[config.mk]
export PLATFORM = sky130hd
export DESIGN_NAME = scl_clk_sync
export DESIGN_NICKNAME = d
export VERILOG_FILES = /design/src/rtl/scl_sync_pkg.sv /design/src/rtl/scl_bus_sync.sv /design/src/rtl/scl_phase_timer.sv /design/src/rtl/scl_phase_fsm.sv /design/src/rtl/scl_clk_sync.sv
export SDC_FILE = /design/constraint.sdc
export NUM_CORES = 1
export LEC_CHECK = 0
export ABC_AREA = 1
export BUFFER_PORTS_ARGS = -buffer_cell sky130_fd_sc_hd__buf_2
export CORE_MARGIN = 2
export CORE_UTILIZATION = 54
export CTS_CLUSTER_DIAMETER = 40
export CTS_CLUSTER_SIZE = 28
export DETAILED_ROUTE_END_ITERATION = 12
export PLACE_DENSITY = 0.85
export SYNTH_ARGS = -nofsm -noshare
export SYNTH_HDL_FRONTEND = slang
export SYNTH_SLANG_ARGS = --single-unit
[constraint.sdc]
create_clock -name clk -period 8.13 [get_ports clk]
set_input_delay 0.813 -clock clk [delete_from_list [all_inputs] [get_ports clk]]
set_output_delay 0.813 -clock clk [all_outputs]
set_load 0.05 [all_outputs]
[src/rtl/scl_sync_pkg.sv]
package scl_sync_pkg;

    localparam int CNT_W_DEF       = 16;
    localparam int SYNC_STAGES_DEF = 2;

    typedef enum logic [1:0] {
        PH_IDLE = 2'd0,
        PH_LOW  = 2'd1,
        PH_WAIT = 2'd2,
        PH_HIGH = 2'd3
    } phase_e;

    typedef struct packed {
        logic level;
        logic rose;
        logic fell;
    } bus_view_t;

    function automatic logic phase_released(input phase_e ph);
        return (ph == PH_WAIT) || (ph == PH_HIGH);
    endfunction

endpackage

[src/rtl/scl_bus_sync.sv]
module scl_bus_sync
    import scl_sync_pkg::*;
#(
    parameter int STAGES = SYNC_STAGES_DEF
) (
    input  logic      clk,
    input  logic      rst,
    input  logic      bus_raw,
    output bus_view_t view
);
    logic [STAGES-1:0] chain_q;
    logic              last_q;

    generate
        if (STAGES == 1) begin : g_single
            always_ff @(posedge clk) begin
                if (rst) chain_q <= '1;
                else     chain_q <= bus_raw;
            end
        end else begin : g_multi
            always_ff @(posedge clk) begin
                if (rst) chain_q <= '1;
                else     chain_q <= {chain_q[STAGES-2:0], bus_raw};
            end
        end
    endgenerate

    always_ff @(posedge clk) begin
        if (rst) last_q <= 1'b1;
        else     last_q <= chain_q[STAGES-1];
    end

    always_comb begin
        view.level = chain_q[STAGES-1];
        view.rose  = chain_q[STAGES-1] & ~last_q;
        view.fell  = ~chain_q[STAGES-1] & last_q;
    end
endmodule

[src/rtl/scl_phase_timer.sv]
module scl_phase_timer #(
    parameter int CNT_W = 16
) (
    input  logic             clk,
    input  logic             rst,
    input  logic             clear,
    input  logic             run,
    input  logic [CNT_W-1:0] limit,
    output logic             done
);
    localparam logic [CNT_W-1:0] ONE = CNT_W'(1);

    logic [CNT_W-1:0] cnt_q;
    logic [CNT_W-1:0] lim_eff;

    assign lim_eff = (limit == '0) ? ONE : limit;
    assign done    = run && (cnt_q >= (lim_eff - ONE));

    always_ff @(posedge clk) begin
        if (rst || clear) cnt_q <= '0;
        else if (run)     cnt_q <= cnt_q + ONE;
    end
endmodule

[src/rtl/scl_phase_fsm.sv]
module scl_phase_fsm
    import scl_sync_pkg::*;
(
    input  logic   clk,
    input  logic   rst,
    input  logic   en,
    input  logic   tmr_done,
    input  logic   bus_rose,
    input  logic   bus_fell,
    output phase_e st_q,
    output logic   tmr_clear,
    output logic   tmr_run,
    output logic   sel_high
);
    phase_e st_d;

    always_comb begin
        st_d = st_q;
        unique case (st_q)
            PH_IDLE: st_d = PH_LOW;
            PH_LOW:  if (tmr_done) st_d = PH_WAIT;
            PH_WAIT: if (bus_rose) st_d = PH_HIGH;
            PH_HIGH: if (bus_fell || tmr_done) st_d = PH_LOW;
            default: st_d = PH_IDLE;
        endcase
        if (!en) st_d = PH_IDLE;
    end

    always_comb begin
        tmr_run   = (st_q == PH_LOW) || (st_q == PH_HIGH);
        tmr_clear = (st_d != st_q) || !en;
        sel_high  = (st_q == PH_HIGH);
    end

    always_ff @(posedge clk) begin
        if (rst) st_q <= PH_IDLE;
        else     st_q <= st_d;
    end
endmodule

[src/rtl/scl_clk_sync.sv]
module scl_clk_sync
    import scl_sync_pkg::*;
#(
    parameter int CNT_W       = CNT_W_DEF,
    parameter int SYNC_STAGES = SYNC_STAGES_DEF
) (
    input  logic             clk,
    input  logic             rst,
    input  logic             en,
    input  logic [CNT_W-1:0] low_period,
    input  logic [CNT_W-1:0] high_period,
    input  logic             scl_in,
    output logic             scl_drive_low,
    output logic             wait_state
);
    bus_view_t        bus_v;
    phase_e           st_q;
    logic             tmr_clear;
    logic             tmr_run;
    logic             tmr_done;
    logic             sel_high;
    logic [CNT_W-1:0] limit;
    logic             bus_fell;

    scl_bus_sync #(.STAGES(SYNC_STAGES)) u_sync (
        .clk     (clk),
        .rst     (rst),
        .bus_raw (scl_in),
        .view    (bus_v)
    );

    scl_phase_fsm u_fsm (
        .clk       (clk),
        .rst       (rst),
        .en        (en),
        .tmr_done  (tmr_done),
        .bus_rose  (bus_v.rose),
        .bus_fell  (bus_v.fell),
        .st_q      (st_q),
        .tmr_clear (tmr_clear),
        .tmr_run   (tmr_run),
        .sel_high  (sel_high)
    );

    assign limit = sel_high ? high_period : low_period;

    scl_phase_timer #(.CNT_W(CNT_W)) u_timer (
        .clk   (clk),
        .rst   (rst),
        .clear (tmr_clear),
        .run   (tmr_run),
        .limit (limit),
        .done  (tmr_done)
    );

    assign bus_fell      = bus_v.fell;
    assign scl_drive_low = (st_q == PH_LOW);
    assign wait_state    = en && phase_released(st_q) && !bus_v.level;
endmodule

# Yosys cells after proc, flatten, opt, wreduce, memory -nomap -nowiden
# Cells that the tools add are included.
# Widths: inputs -> output; s select.
[word_totals] regBits=21 latch_bits=0 ramBits=0 rom_bits=0 inputBits=36 out_inout_bits=2 wordCells=34 n_memories=0
[classes] add_sub_neg=2 n_mul=0 div_mod_pow=0 order_cmp=1 eq_ne=4 n_shift=0 n_mux=7 bitwise_logic=4 n_reduce_logical=12
[op_table] cell="$mux 16" count=2
[op_table] cell="$add 16x1->16 const B" count=1
[op_table] cell="$ge 16x16->1" count=1
[op_table] cell="$logic_not 16->1" count=1
[op_table] cell="$sub 16x1->16 const B" count=1
[op_table] cell="$mux 2" count=4
[op_table] cell="$pmux 2 s4" count=1
[op_table] cell="$logic_or 1x1->1" count=5
[op_table] cell="$eq 2x2->1 const B" count=2
[op_table] cell="$logic_and 1x1->1" count=3
[op_table] cell="$and 1x1->1" count=2
[op_table] cell="$eq 2x1->1 const B" count=1
[op_table] cell="$logic_not 1->1" count=2
[op_table] cell="$logic_not 2->1" count=1
[op_table] cell="$ne 2x2->1" count=1
[op_table] cell="$not 1->1" count=2

# Longest topological paths before layout
# Gate-level depths: netlist (run 1).
[depth] word_depth=14 depth_mapped=28 ltp_nobuf=25

# Cells and area by module
# Synthesis (run 1) repeated with hierarchy kept, for this count alone.
[hier_totals] hier_cells=327 hier_area_um2=2001.9
[modules_own_cells] module="scl_phase_timer" instances=1 cells_each=231 area_each_um2=1500.2 seq_area_each_um2=320.3
[modules_own_cells] module="scl_clk_sync" instances=1 cells_each=56 area_each_um2=259.0 seq_area_each_um2=0.0
[modules_own_cells] module="scl_phase_fsm" instances=1 cells_each=26 area_each_um2=137.6 seq_area_each_um2=40.0
[modules_own_cells] module="scl_bus_sync" instances=1 cells_each=14 area_each_um2=105.1 seq_area_each_um2=60.1

# Worst setup path before layout (run 1)
# OpenSTA, ideal clock, no wires.
[synth_path] kind="input to register" start="input low_period[13]" end="register u_timer.cnt_q[0]" setup_ns=0.126 t_arrival_ns=3.383 required_ns=8.004 slack_ns=4.620 cell_stages=24 path_buffers=1 path_cell_list="inv_1 -> nand2_1 -> o21ai_4 -> nand2_1 -> nor2_2 -> nand4_4 -> nand2_2 -> inv_2 -> ha_1 -> nand2_2 -> nor2_4 -> nand4_4 -> nor2_2 -> xor2_1 -> inv_1 -> ha_1 -> nand4_1 -> a21oi_1 -> nor2_1 -> nand2_1 -> nand4_1 -> nand3_1 -> clkbuf_1 -> nor2_1"
[synth_between] elab_chain_len=13 word_cells_on_any_way=14 classes_between="add/sub: 1; order compare: 1; eq/ne: 1; mux: 6; reduce/logical: 5"
[synth_rtl] item="start: declaration" line="scl_clk_sync.sv:10" text="input logic [CNT_W-1:0] low_period,"
[synth_rtl] item="$mux 16 *" line="scl_clk_sync.sv:45" text="assign limit = sel_high ? high_period : low_period;"
[synth_rtl] item="$logic_not 16->1" line="scl_phase_timer.sv:16" text="assign lim_eff = (limit == '0) ? ONE : limit;"
[synth_rtl] item="$mux 16 *" line="scl_phase_timer.sv:16"
[synth_rtl] item="$sub 16x1->16 *" line="scl_phase_timer.sv:17" text="assign done = run && (cnt_q >= (lim_eff - ONE));"
[synth_rtl] item="$ge 16x16->1 *" line="scl_phase_timer.sv:17"
[synth_rtl] item="$logic_and 1x1->1 *" line="scl_phase_timer.sv:17"
[synth_rtl] item="$logic_or 1x1->1" line="scl_phase_fsm.sv:23" text="PH_HIGH: if (bus_fell || tmr_done) st_d = PH_LOW;"
[synth_rtl] item="$mux 2" line="scl_phase_fsm.sv:23"
[synth_rtl] item="$pmux 2 s4 *" line="scl_phase_fsm.sv:19" text="unique case (st_q)"
[synth_rtl] item="$mux 2 *" line="scl_phase_fsm.sv:26" text="if (!en) st_d = PH_IDLE;"
[synth_rtl] item="$ne 2x2->1 *" line="scl_phase_fsm.sv:31" text="tmr_clear = (st_d != st_q) || !en;"
[synth_rtl] item="$logic_or 1x1->1 *" line="scl_phase_fsm.sv:31"
[synth_rtl] item="$logic_or 1x1->1 *" line="scl_phase_timer.sv:20" text="if (rst || clear) cnt_q <= '0;"
[synth_rtl] item="end signal: assignment" line="scl_phase_timer.sv:21" text="else if (run) cnt_q <= cnt_q + ONE;"
[synth_rtl] item="end: declaration" line="scl_phase_timer.sv:13" text="logic [CNT_W-1:0] cnt_q;"
# Mark *: on every way between the ends. The rest lies on a longest branch, timed or not.
# A chain may end at the register's enable or synchronous reset.

# Worst setup path in the final report (run 1)
[layout_path] start="register u_fsm.st_q[0]" end="register u_timer.cnt_q[2]"
[layout_between] elab_chain_len=14 word_cells_on_any_way=20 classes_between="add/sub: 1; order compare: 1; eq/ne: 4; mux: 7; reduce/logical: 7"
[layout_rtl] item="start: declaration" line="scl_phase_fsm.sv:10" text="output phase_e st_q,"
[layout_rtl] item="start signal: assignment" line="scl_phase_fsm.sv:37" text="else st_q <= st_d;"
[layout_rtl] item="$eq 2x2->1" line="scl_phase_fsm.sv:19, scl_phase_fsm.sv:30, scl_phase_fsm.sv:32"
[layout_rtl] item="$mux 16" line="scl_clk_sync.sv:45"
[layout_rtl] item="$logic_not 16->1" line="scl_phase_timer.sv:16"
[layout_rtl] item="$mux 16" line="scl_phase_timer.sv:16"
[layout_rtl] item="$sub 16x1->16" line="scl_phase_timer.sv:17"
[layout_rtl] item="$ge 16x16->1" line="scl_phase_timer.sv:17"
[layout_rtl] item="$logic_and 1x1->1" line="scl_phase_timer.sv:17"
[layout_rtl] item="$logic_or 1x1->1" line="scl_phase_fsm.sv:23"
[layout_rtl] item="$mux 2" line="scl_phase_fsm.sv:23"
[layout_rtl] item="$pmux 2 s4" line="scl_phase_fsm.sv:19"
[layout_rtl] item="$mux 2" line="scl_phase_fsm.sv:26"
[layout_rtl] item="$ne 2x2->1" line="scl_phase_fsm.sv:31"
[layout_rtl] item="$logic_or 1x1->1" line="scl_phase_fsm.sv:31"
[layout_rtl] item="$logic_or 1x1->1" line="scl_phase_timer.sv:20"
# Several ways; a longest one is shown, not always the timed one.

==> results of run 1 <==
worst reg2reg max path, stage by stage (launching register included):
cell and delay (ns):
dfxtp_1 0.50, nand2_4 0.33, nand2_1 0.24, o21ai_4 0.09, nand2_1 0.14, nor2_2 0.07
nand4_4 0.12, nand2_2 0.07, inv_2 0.09, ha_1 0.20, nand2_2 0.08, nor2_4 0.16
nand4_4 0.14, nor3_2 0.15, xor2_1 0.18, ha_1 0.26, nand4_1 0.12, a21oi_1 0.06
nor2_1 0.14, nand3_1 0.09, a21oi_1 0.17, nand3_1 0.45, nor2_1 0.23
cell type report:
class | count | share of cell area
Clock buffer | 4 | 0.01941
Inverter | 51 | 0.08248
Multi-Input combinational cell | 225 | 0.6113
Sequential cell | 21 | 0.1811
Tap cell | 48 | 0.02588
Timing Repair Buffer | 37 | 0.07978
synthesized netlist by cell type, types with 5 or more instances:
library cell,number
ha_1,18
o21ai_4,5
nor2_1,38
nand4_1,9
xor2_1,16
o21ai_2,9
dfxtp_1,21
nand2_2,6
nand3_1,8
nand2_1,72
nor2_2,5
a21oi_1,8
inv_1,48
xnor2_1,7
kinds of logic after synthesis:
| family | after synthesis | share of synthesized area |
|---|---|---|
| buf+inv | 56 | 0.1192 |
| xor+xnor | 23 | 0.09646 |
| fa+ha+maj | 18 | 0.1079 |
| compound gates | 29 | 0.1162 |
| simple gates | 154 | 0.3541 |
| mux | 1 | 0.004793 |
| flops | 21 | 0.2013 |
registers in the layout, indices dropped and copies added (netlist names):
name,flops
u_sync.last_q,1
u_timer.cnt_q,16
u_fsm.st_q,2
u_sync.chain_q,2
placed cells by master, fill, tap and decap left out, types with 2 or more instances in the layout:
| cell type | count |
|---|---|
| nor2_4 | 3 |
| inv_2 | 2 |
| nand4_4 | 2 |
| o21ai_0 | 3 |
| buf_2 | 37 |
| and2_1 | 2 |
| xnor2_1 | 7 |
| a21oi_1 | 8 |
| nand4_1 | 9 |
| nand2_1 | 72 |
| o21ai_2 | 9 |
| nor2_1 | 38 |
| o21ai_4 | 5 |
| nor2_2 | 5 |
| nand2_2 | 6 |
| ha_1 | 18 |
| inv_1 | 48 |
| or2_2 | 2 |
| xor2_1 | 16 |
| dfxtp_1 | 21 |
| clkbuf_8 | 3 |
| nor3_2 | 2 |
| nand3_1 | 8 |
through the flow:
stage          hold WS (ns)  utilization
2_1_floorplan        0.3895            -
3_5_place_dp         0.4148       0.6170
6_report             0.4292       0.6292
4_1_cts              0.4363       0.6292
5_1_grt              0.4426       0.6292
3_3_place_gp         0.4051       0.6170
power by group through the flow:
stage          Sequential [uW]  Combinational, uW  Clock (uW)
6_report                   105               46.9        67.2
5_1_grt                    105               53.1        72.9
4_1_cts                    105               47.3        69.5
3_5_place_dp               107               46.9           0
3_3_place_gp               107               45.4           0
2_1_floorplan              107               32.3           0
worst max-delay path by stage:
stage                        start                 to  slack, ns  cells after the start
floorplan           low_period[13]   u_timer.cnt_q[0]       4.62                     24
global placement    low_period[13]  u_timer.cnt_q[10]       4.18                     23
detailed placement   u_fsm.st_q[0]   u_timer.cnt_q[2]       3.94                     22
CTS                  u_fsm.st_q[0]   u_timer.cnt_q[2]       3.93                     22
global route         u_fsm.st_q[0]   u_timer.cnt_q[8]       3.54                     22
finish               u_fsm.st_q[0]   u_timer.cnt_q[2]       3.97                     22
layer usage:
metal | vias to the layer above | GRT usage | share of wire
met5 | - | 0 | 0
met4 | 0 | 0.08418 | 0.023
met3 | 11 | 0.006814 | 0.049
met2 | 55 | 0.3525 | 0.45
met1 | 827 | 0.2750 | 0.48
li1 | 1017 | - | -
==> metrics.md, run 1 <==
| Metric | Value |
|---|---|
| Run status | `finished clean` |
| Fin. Hold Viols | `0` |
| Count of nets left with antenna violations after detail routing | `0` |
| Reg-to-reg critical path startpoint | `u_fsm.st_q[0]` |
| First DRT Iteration DRCs | `79` |
| Number of distinct standard cells referenced by the synthesized netlist | `35` |
| Total placed cells including tap cells | `between 300 and 400` |
| Internal reg-to-reg setup slack | `3.97 ns` |
| Number of register bits inferred by synthesis | `21` |
| Post-cts hold buffer count | `0` |
| Standard-cell rows | `22` |
| Fill count | `about 350` |
| Max Fanout on Critical Path | `34` |
| Endpoint of the lowest-slack register-to-register path | `u_timer.cnt_q[2]` |
| CP max stage cell | `dfxtp_1` |
| Core region area | `between 3000 and 4000 sq um` |
| Post CTS Setup Buffer Count | `0` |
| Die outline width | `~66 um` |
| Multi-input logic area | `about 1400 sq um` |
| Clk sinks | `21` |
| CP Data Arrival Time | `approximately 4.3 ns` |
| First-pass iteration count of the detailed router | `4` |
| Register Area | `roughly 420 sq um` |
| Floorplan die height | `about 66 um` |
| Final-layout setup total negative slack | `0 ns` |
| Cells along the critical path | `nand2_4 -> nand2_1 -> o21ai_4 -> nand2_1 -> nor2_2 -> nand4_4 -> nand2_2 -> inv_2 -> ha_1 -> nand2_2 -> nor2_4 -> nand4_4 -> nor3_2 -> xor2_1 -> ha_1 -> nand4_1 -> a21oi_1 -> nor2_1 -> nand3_1 -> a21oi_1 -> nand3_1 -> nor2_1` |
| H-tree level count | `1` |
| Top cells by area in the synthesized netlist | `dfxtp_1 (20%), nand2_1 (13%), ha_1 (11%)` |
| Number of cells on the worst hold path | `1` |
| Total Die Area | `4380 sq um` |
| Max-slew headroom | `0.6015` |
| Area share of the largest cell type after synthesis | `0.2013` |
| Number of standard cells in the layout, taps in and fillers out | `between 300 and 400` |
| Top delay family on crit path | `simple AND/OR/NAND/NOR gates` |
| HP Class | `flip-flop to flip-flop` |
| Post-synth EDFFs | `0` |
| Area growth from synthesis to final layout | `11.14%` |
| Mapped Area | `between 2000 and 2500 sq um` |
| Vias in the first global route | `approximately 1.8k` |
| CTS Buf Count | `3` |
| Resize count post-CTS | `0` |
| Total of warnings raised by yosys | `0` |
| Total power draw | `between 200 and 250 uW` |
| Antenna Diode Count | `0` |
| Fin nets | `393` |
| Worst-skew pair later-pin latency | `roughly 0.26 ns` |
| Number of vias per cell after detailed routing | `just under 5` |
| Gate count after technology mapping | `around 300` |
| Port bufs | `37` |
| Sequential fraction of design power | `0.479` |
| Effective utilization at floorplan | `0.5661` |
| Relative contribution of the clock network to total power | `0.307` |
| Part of the Yosys area used for sequential elements | `0.2013` |
| Synthesized netlist net count | `about 360` |
| Leakage dissipation | `around 0.0012 uW` |
| Final setup violating endpoints | `0` |
| Synth Flop Type | `dfxtp_1` |
| Number of remaining DRC errors | `0` |
| Slowest stage delay, CP | `approximately 0.5 ns` |
| Worst path required time | `about 8.3 ns` |
| Synthesized area per cell | `approximately 7 sq um` |
| Kind of start point of the critical path | `flip-flop` |
| Post-Place Cell Area | `2276 sq um` |
| CP bufs+invs | `1` |
| Clock slew seen by the registers of the worst setup and hold paths | `0.07 ns` |
| Number of max-capacitance violations reported | `0` |
| Crit end category | `flip-flop` |
| Power per cell area | `about 94 nW/um^2` |
| Leftover overflow at the end of global routing | `0` |
| Minimum clock period after layout | `slightly above 4 ns` |
| Combinational Power Share | `0.214` |
| Startpoint-to-endpoint class of the critical path | `flip-flop to flip-flop` |
| GRT Util Overall | `0.2074` |
| Logic depth of the worst register-to-register path | `22` |
| Fraction of layout cells with a size suffix above 1 | `0.2308` |
| Worst-case clock buffer depth | `2` |
| Net load switching power | `~61 uW` |
| Power Internal | `roughly 160 uW` |
| Highest achievable clock rate | `0.2406 GHz` |
| Initial antenna violation count | `0` |
| RSZ-0062 raised after global routing | `no` |
| Highest ir drop seen on vdd | `~0.11 mV` |
| Period utilisation layout | `0.5113` |
| CTS tree | `built` |
| Origin of the worst min-delay path | `u_sync.chain_q[0]` |
| Max Transition Viols Final | `0` |
| Area of all placed cells without fillers | `around 2300 sq um` |
| Routed vias | `between 1.5k and 2k` |
| Largest net degree at the start of global routing | `35` |
| Half-perimeter wire length after detailed placement | `~3.4 mm` |
| Fin worst setup slack | `around 4.0 ns` |
| Worst-case setup slack after placement | `3.935 ns` |
| Post-synthesis async set-or-reset flop share | `0` |
| Final weighted congestion in routability-driven placement | `about 0.92` |
| Root buffer cell | `clkbuf_8` |
| Most area-hungry cell type in the Yosys netlist | `dfxtp_1` |
| Number of top-level design ports | `38` |
| Net Sw Frac | `0.2785` |
| Worst hold endpoint | `u_sync.chain_q[1]` |
| Worst-case clock skew | `between 0.001 and 0.0015 ns` |
| Routed length per placed instance | `10.77 um` |
| Sum of routed wire length over all layers | `around 4.2 mm` |
| Worst-Margin Slew | `0.5961 ns` |
| First-pass GRT wire length | `7.307 mm` |
Power figures use the tool's default switching activity.
==> run 2: changes to the inputs <==
==> constraint.sdc (replaced) <==
create_clock -name clk -period 4 [get_ports clk]
set_input_delay 0.4 -clock clk [delete_from_list [all_inputs] [get_ports clk]]
set_output_delay 0.4 -clock clk [all_outputs]
set_load 0.05 [all_outputs]
==> run 2 against run 1 <==
  * Clock skew rose by 0.00079 ns
  * Sequential power up 100%
  * Combinational power is 110% higher
  * Non-clock buffer count is 2 higher
  * Register-to-register slack got worse by 3.5 ns
  * Final cell count is 0.52% higher
  * Power rose by 100%
  * Fmax up 17%
  * Sequential share of layout area decreased by 0.096 points
  * Clock power grew 98%
  * Critical path depth up 1
  * Critical endpoint is now u_timer.cnt_q[6]
==> metrics.md, run 2 (synthesized netlist as in run 1, its figures left out) <==
| Metric | Value |
|---|---|
| Core region area | `3689 sq um (unchanged)` |
| CTS Buf Count | `3 (unchanged)` |
| Number of flip-flops in the largest register | `16 (unchanged)` |
| Total Die Area | `4380 sq um (unchanged)` |
| CP bufs+invs | `2 (was 1)` |
| HP Class | `input pin to flip-flop (was flip-flop to flip-flop)` |
| First-pass GRT wire length | `6.989 mm (was 7.307 mm)` |
| Number of remaining DRC errors | `0 (unchanged)` |
| Root buffer cell | `clkbuf_8 (unchanged)` |
| Origin of the worst min-delay path | `scl_in (was u_sync.chain_q[0])` |
| Crit end category | `flip-flop (unchanged)` |
| Period utilisation layout | `0.8912 (was 0.5113)` |
| Worst-Margin Slew | `0.2846 ns (was 0.5961 ns)` |
| Sum of routed wire length over all layers | `4.233 mm (was 4.156 mm)` |
| Post CTS Setup Buffer Count | `0 (unchanged)` |
| Worst-skew pair later-pin latency | `0.25 ns (was 0.26 ns)` |
| Clk sinks | `21 (unchanged)` |
| Reg-to-reg critical path startpoint | `u_fsm.st_q[1] (was u_fsm.st_q[0])` |
| H-tree level count | `1 (unchanged)` |
| Clock slew seen by the registers of the worst setup and hold paths | `0.07 ns (about the same)` |
| Initial antenna violation count | `0 (unchanged)` |
| Run status | `finished clean (unchanged)` |
| Fraction of layout cells with a size suffix above 1 | `0.2412 (was 0.2308)` |
| Final-layout setup total negative slack | `0 ns (unchanged)` |
| Fin nets | `395 (was 393)` |
| Top delay family on crit path | `simple AND/OR/NAND/NOR gates (unchanged)` |
| Count of nets left with antenna violations after detail routing | `0 (unchanged)` |
| CP Data Arrival Time | `3.76 ns (was 4.34 ns)` |
| GRT Util Overall | `0.2031 (was 0.2074)` |
| Leakage dissipation | `0.001220 uW (was 0.001221 uW)` |
| Startpoint-to-endpoint class of the critical path | `flip-flop to flip-flop (unchanged)` |
| Number of vias per cell after detailed routing | `4.853 (was 4.948)` |
| Minimum clock period after layout | `3.565 ns (was 4.157 ns)` |
| Final setup violating endpoints | `0 (unchanged)` |
| Fill count | `348 (was 349)` |
| Power per cell area | `189.5 nW/um^2 (was 94.33 nW/um^2)` |
| Number of top-level design ports | `38 (unchanged)` |
| Core occupancy in the finished layout | `0.6364 (was 0.6292)` |
| Regs by FF count | `u_timer.cnt_q: 16 flops, u_fsm.st_q: 2 flops, u_sync.chain_q: 2 flops (unchanged)` |
| Antenna Diode Count | `0 (unchanged)` |
| Fin. Hold Viols | `0 (unchanged)` |
| Highest achievable clock rate | `0.2805 GHz (was 0.2406 GHz)` |
| Final hold slack | `0.3337 ns (was 0.4292 ns)` |
| Effective utilization at floorplan | `0.5661 (unchanged)` |
| Kind of start point of the critical path | `flip-flop (unchanged)` |
| Most frequent cells in the layout | `nand2_1 (72), inv_1 (48), nor2_1 (38) (unchanged)` |
| Routed length per placed instance | `10.91 um (was 10.77 um)` |
| Largest net degree at the start of global routing | `35 (unchanged)` |
| Leftover overflow at the end of global routing | `0 (unchanged)` |
| Area growth from synthesis to final layout | `12.40% (was 11.14%)` |
| Max-slew headroom | `0.8098 (was 0.6015)` |
| CP max stage cell | `dfxtp_2 (was dfxtp_1)` |
| Port bufs | `37 (unchanged)` |
| Vias in the first global route | `1684 (was 1766)` |
| First-pass iteration count of the detailed router | `4 (unchanged)` |
| Max Transition Viols Final | `0 (unchanged)` |
| Floorplan die height | `66.19 um (unchanged)` |
| CTS tree | `built (unchanged)` |
| Worst-case clock skew | `0.002029 ns (was 0.001235 ns)` |
| Register name with the most flops | `u_timer.cnt_q (unchanged)` |
| Most frequent standard cell in the layout excluding fill and tap cells | `nand2_1 (unchanged)` |
| First DRT Iteration DRCs | `126 (was 79)` |
| Final weighted congestion in routability-driven placement | `0.9566 (was 0.9156)` |
| Start point of the critical path | `u_fsm.st_q[1] (was u_fsm.st_q[0])` |
| Number of max-capacitance violations reported | `0 (unchanged)` |
| RSZ-0062 raised after global routing | `no (unchanged)` |
| Highest ir drop seen on vdd | `0.3093 mV (was 0.1109 mV)` |
| Slowest stage delay, CP | `0.43 ns (was 0.50 ns)` |
| Half-perimeter wire length after detailed placement | `3.423 mm (was 3.421 mm)` |
| Post-cts hold buffer count | `0 (unchanged)` |
| Worst-case clock buffer depth | `2 (unchanged)` |
| Routed vias | `1883 (was 1910)` |
| Standard-cell rows | `22 (unchanged)` |
| Cells along the critical path | `nand2_8 -> nand2_1 -> o21ai_4 -> nand2_1 -> nor2_2 -> nand4_4 -> nand2_2 -> inv_2 -> ha_1 -> nand2_2 -> nor2_4 -> nand4_4 -> nor3_2 -> xor2_1 -> ha_1 -> nand4_1 -> a21oi_1 -> nor2_1 -> nand3_1 -> a21oi_1 -> nand3_1 -> buf_4 -> nor2_1 (was nand2_4 -> nand2_1 -> o21ai_4 -> nand2_1 -> nor2_2 -> nand4_4 -> nand2_2 -> inv_2 -> ha_1 -> nand2_2 -> nor2_4 -> nand4_4 -> nor3_2 -> xor2_1 -> ha_1 -> nand4_1 -> a21oi_1 -> nor2_1 -> nand3_1 -> a21oi_1 -> nand3_1 -> nor2_1)` |
| Die outline width | `66.19 um (unchanged)` |
| Worst path required time | `4.19 ns (was 8.31 ns)` |
| Max Fanout on Critical Path | `34 (unchanged)` |
## run 2: cell count changes in the layout (fill, tap and decap cells not counted), sizes merged
cell and delta:
buf +2
## run 2: repair_timing
item / in CTS / in global routing
endpoints found under the setup margin: 0 / 16
hold endpoints to repair: 0 / 0
resized for setup: 0 / 3
## run 2: final timing paths
kind | to | slack (ns) | cells after the start
worst max-delay path | u_timer.cnt_q[6] | 0.44 | 23
worst min-delay path | u_sync.chain_q[0] | 0.33 | 2
worst max register to register | u_timer.cnt_q[6] | 0.44 | 23
worst min register to register | u_sync.chain_q[1] | 0.42 | 1
## run 2: routing by layer
metal,track usage,part of all wire,vias up
met1,0.2747,0.48,795
met2,0.3288,0.45,63
met5,0,0,-
met4,0.08163,0.018,0
met3,0.02044,0.056,8
li1,-,-,1017
## run 2: power breakdown
group | total [uW] | switching, uW | internal [uW]
Sequential | 213 | 1.83 | 211
Clock | 133 | 62.5 | 70.8
Combinational | 98.7 | 58.1 | 40.6
## run 2: per-stage QoR
| step | setup WS [ns] | total power (uW) | cell area, sq um | std cells |
|---|---|---|---|---|
| 2_1_floorplan | 0.6595 | 282.3 | 2088 | 302 |
| 3_3_place_gp | 0.4787 | 312.7 | 2291 | 384 |
| 3_5_place_dp | 0.3009 | 314.9 | 2291 | 384 |
| 4_1_cts | 0.2674 | 449.7 | 2336 | 388 |
| 5_1_grt | 0.01522 | 472.2 | 2347 | 388 |
| 6_report | 0.4352 | 444.9 | 2347 | 388 |
## run 2: final cells by class
type | count | area [sq um] | share of cell area
timing repair buffer | 39 | 200.2 | 0.08529
clock buffer | 4 | 45.04 | 0.01919
inverter | 51 | 191.4 | 0.08156
multi-input combinational | 225 | 1428 | 0.6082
tap | 48 | 60.06 | 0.02559
sequential | 21 | 422.9 | 0.1802
==> run 3: changes to the inputs <==
--- a/config.mk
+++ b/config.mk
@@ -12,6 +12,7 @@
 export CTS_CLUSTER_DIAMETER = 40
 export CTS_CLUSTER_SIZE = 28
 export DETAILED_ROUTE_END_ITERATION = 12
+export MAX_ROUTING_LAYER = met4
 export PLACE_DENSITY = 0.85
 export SYNTH_ARGS = -nofsm -noshare
 export SYNTH_HDL_FRONTEND = slang
==> run 3 against run 2 <==
  * Clock-buffer cell count did not move
  * Via count rose by 1.8%
  * Register-to-register slack improved by 0.03 ns
  * Clock skew rose by 0.0011 ns
  * Critical path depth did not move
  * Largest power group unchanged
  * Sequential share of layout area rose by 0.058 points
  * Clock power rose by 4%
  * Final cell count fell by 0.26%
  * Worst hold slack got worse by 0.018 ns
  * Global-route usage rose by 2.2 points
  * Utilization fell by 0.20 points
==> metrics.md, run 3 (synthesized netlist as in run 1, its figures left out) <==
| Metric | Value |
|---|---|
| Area growth from synthesis to final layout | `12.04% (was 12.40%)` |
| Initial antenna violation count | `0 (unchanged)` |
| CTS tree | `built (unchanged)` |
| Top delay family on crit path | `simple AND/OR/NAND/NOR gates (unchanged)` |
| Vias in the first global route | `1826 (was 1684)` |
| Fill count | `342 (was 348)` |
| Worst-Margin Slew | `0.2780 ns (was 0.2846 ns)` |
| Clk sinks | `21 (unchanged)` |
| Number of remaining DRC errors | `0 (unchanged)` |
| Number of top-level design ports | `38 (unchanged)` |
| Minimum clock period after layout | `3.539 ns (was 3.565 ns)` |
| Final-layout setup total negative slack | `0 ns (unchanged)` |
| Count of nets left with antenna violations after detail routing | `0 (unchanged)` |
| Max Fanout on Critical Path | `34 (unchanged)` |
| CP Data Arrival Time | `3.74 ns (was 3.76 ns)` |
| Antenna Diode Count | `0 (unchanged)` |
| Power per cell area | `191.4 nW/um^2 (was 189.5 nW/um^2)` |
| Routed vias | `1916 (was 1883)` |
| H-tree level count | `1 (unchanged)` |
| Routed length per placed instance | `10.95 um (was 10.91 um)` |
| Worst-case clock skew | `0.003156 ns (was 0.002029 ns)` |
| Highest achievable clock rate | `0.2825 GHz (was 0.2805 GHz)` |
| Sum of routed wire length over all layers | `4.239 mm (was 4.233 mm)` |
| First DRT Iteration DRCs | `77 (was 126)` |
| Standard-cell rows | `22 (unchanged)` |
| Regs by FF count | `u_timer.cnt_q: 16 flops, u_fsm.st_q: 2 flops, u_sync.chain_q: 2 flops (unchanged)` |
| HP Class | `input pin to flip-flop (unchanged)` |
| Most frequent standard cell in the layout excluding fill and tap cells | `nand2_1 (unchanged)` |
| Fin. Hold Viols | `0 (unchanged)` |
| Register name with the most flops | `u_timer.cnt_q (unchanged)` |
| Final weighted congestion in routability-driven placement | `0.9496 (was 0.9566)` |
| CP max stage cell | `dfxtp_2 (unchanged)` |
| Worst path required time | `4.20 ns (was 4.19 ns)` |
| Largest net degree at the start of global routing | `35 (unchanged)` |
| Period utilisation layout | `0.8848 (was 0.8912)` |
| Routing usage on met3 | `0.01363 (was 0.02044)` |
| Half-perimeter wire length after detailed placement | `3.452 mm (was 3.423 mm)` |
| Number of max-capacitance violations reported | `0 (unchanged)` |
| Highest ir drop seen on vdd | `0.2381 mV (was 0.3093 mV)` |
| First-pass GRT wire length | `7.521 mm (was 6.989 mm)` |
| Final hold slack | `0.3158 ns (was 0.3337 ns)` |
| Startpoint-to-endpoint class of the critical path | `flip-flop to flip-flop (unchanged)` |
| Met1 Usage GRT | `0.2845 (was 0.2747)` |
| Core region area | `3689 sq um (unchanged)` |
| Fraction of layout cells with a size suffix above 1 | `0.2389 (was 0.2412)` |
| GRT Util Overall | `0.2252 (was 0.2031)` |
| Total Die Area | `4380 sq um (unchanged)` |
| Most heavily used metal layer in global routing | `met2 (unchanged)` |
| Max-slew headroom | `0.8142 (was 0.8098)` |
| First-pass iteration count of the detailed router | `4 (unchanged)` |
| Run status | `finished clean (unchanged)` |
| Root buffer cell | `clkbuf_8 (unchanged)` |
| Most frequent cells in the layout | `nand2_1 (72), inv_1 (48), nor2_1 (38) (unchanged)` |
| Floorplan die height | `66.19 um (unchanged)` |
| Worst-case setup slack after placement | `0.2353 ns (was 0.3009 ns)` |
| Fin worst setup slack | `0.4606 ns (was 0.4352 ns)` |
| Kind of start point of the critical path | `flip-flop (unchanged)` |
| Crit end category | `flip-flop (unchanged)` |
| Fin nets | `394 (was 395)` |
| Leakage dissipation | `0.001214 uW (was 0.001220 uW)` |
| Die outline width | `66.19 um (unchanged)` |
| Final setup violating endpoints | `0 (unchanged)` |
| RSZ-0062 raised after global routing | `no (unchanged)` |
| Number of flip-flops in the largest register | `16 (unchanged)` |
| Worst-skew pair later-pin latency | `0.26 ns (was 0.25 ns)` |
| Global-route track usage on met2 | `0.3750 (was 0.3288)` |
| Port bufs | `37 (unchanged)` |
| Cells along the critical path | `nand2_8 -> nand2_1 -> o21ai_4 -> nand2_1 -> nor2_2 -> nand4_4 -> nand2_2 -> inv_2 -> ha_1 -> nand2_2 -> nor2_4 -> nand4_4 -> nor3_2 -> xor2_1 -> ha_1 -> nand4_1 -> a21oi_1 -> nor2_1 -> nand3_1 -> a21oi_1 -> nand3_1 -> buf_4 -> nor2_1 (unchanged)` |
| CTS Buf Count | `3 (unchanged)` |
| Post-cts hold buffer count | `0 (unchanged)` |
| Effective utilization at floorplan | `0.5661 (unchanged)` |
| Worst-case clock buffer depth | `2 (unchanged)` |
| Total placed cells including tap cells | `383 (was 384)` |
| Number of vias per cell after detailed routing | `4.951 (was 4.853)` |
| Max Transition Viols Final | `0 (unchanged)` |
| Clock slew seen by the registers of the worst setup and hold paths | `0.07 ns (about the same)` |
| CP bufs+invs | `2 (unchanged)` |
| Number of standard cells in the layout, taps in and fillers out | `387 (was 388)` |
| Slowest stage delay, CP | `0.45 ns (was 0.43 ns)` |
| Leftover overflow at the end of global routing | `0 (unchanged)` |
-- run 3: what timing repair did --
action / CTS / global route
gates resized for setup: 0 / 3
endpoints found under the setup margin: 0 / 18
buffers inserted: 0 / 0
-- run 3: cell type report --
cell class / count / area, sq um / area share
Tap cell: 48 / 60.06 / 0.02567
Sequential cell: 21 / 422.9 / 0.1807
Multi-Input combinational cell: 225 / 1428 / 0.6102
Inverter: 51 / 191.4 / 0.08182
Timing Repair Buffer: 38 / 192.7 / 0.08235
Clock buffer: 4 / 45.04 / 0.01925
-- run 3: stage by stage --
stage               instance area (sq um)  total power, uW  utilization
floorplan                            2088            282.3            -
CTS                                  2328            452.2       0.6313
detailed placement                   2283            313.4       0.6191
global route                         2340            471.6       0.6343
global placement                     2283            311.8       0.6191
finish                               2340            447.7       0.6343
-- run 3: per-layer routing --
| layer | routed length [um] | share of wire |
|---|---|---|
| met5 | 0 | 0 |
| met2 | 1929 | 0.46 |
| met4 | 86 | 0.020 |
| met1 | 2050 | 0.48 |
| met3 | 173 | 0.041 |
-- run 3: worst paths after layout --
check	startpoint	slack, ns	cells past startpoint	end
setup / recovery	u_fsm.st_q[0]	0.46	23	u_timer.cnt_q[3]
hold / removal	scl_in	0.32	2	u_sync.chain_q[0]
setup reg to reg	u_fsm.st_q[0]	0.46	23	u_timer.cnt_q[3]
hold reg to reg	u_sync.chain_q[0]	0.42	1	u_sync.chain_q[1]
-- run 3: power breakdown --
group          leakage, uW  internal, uW  switching (uW)
Sequential        0.000171           211            2.46
Combinational      0.00102          39.9            56.2
Clock            0.0000228          71.1            66.9
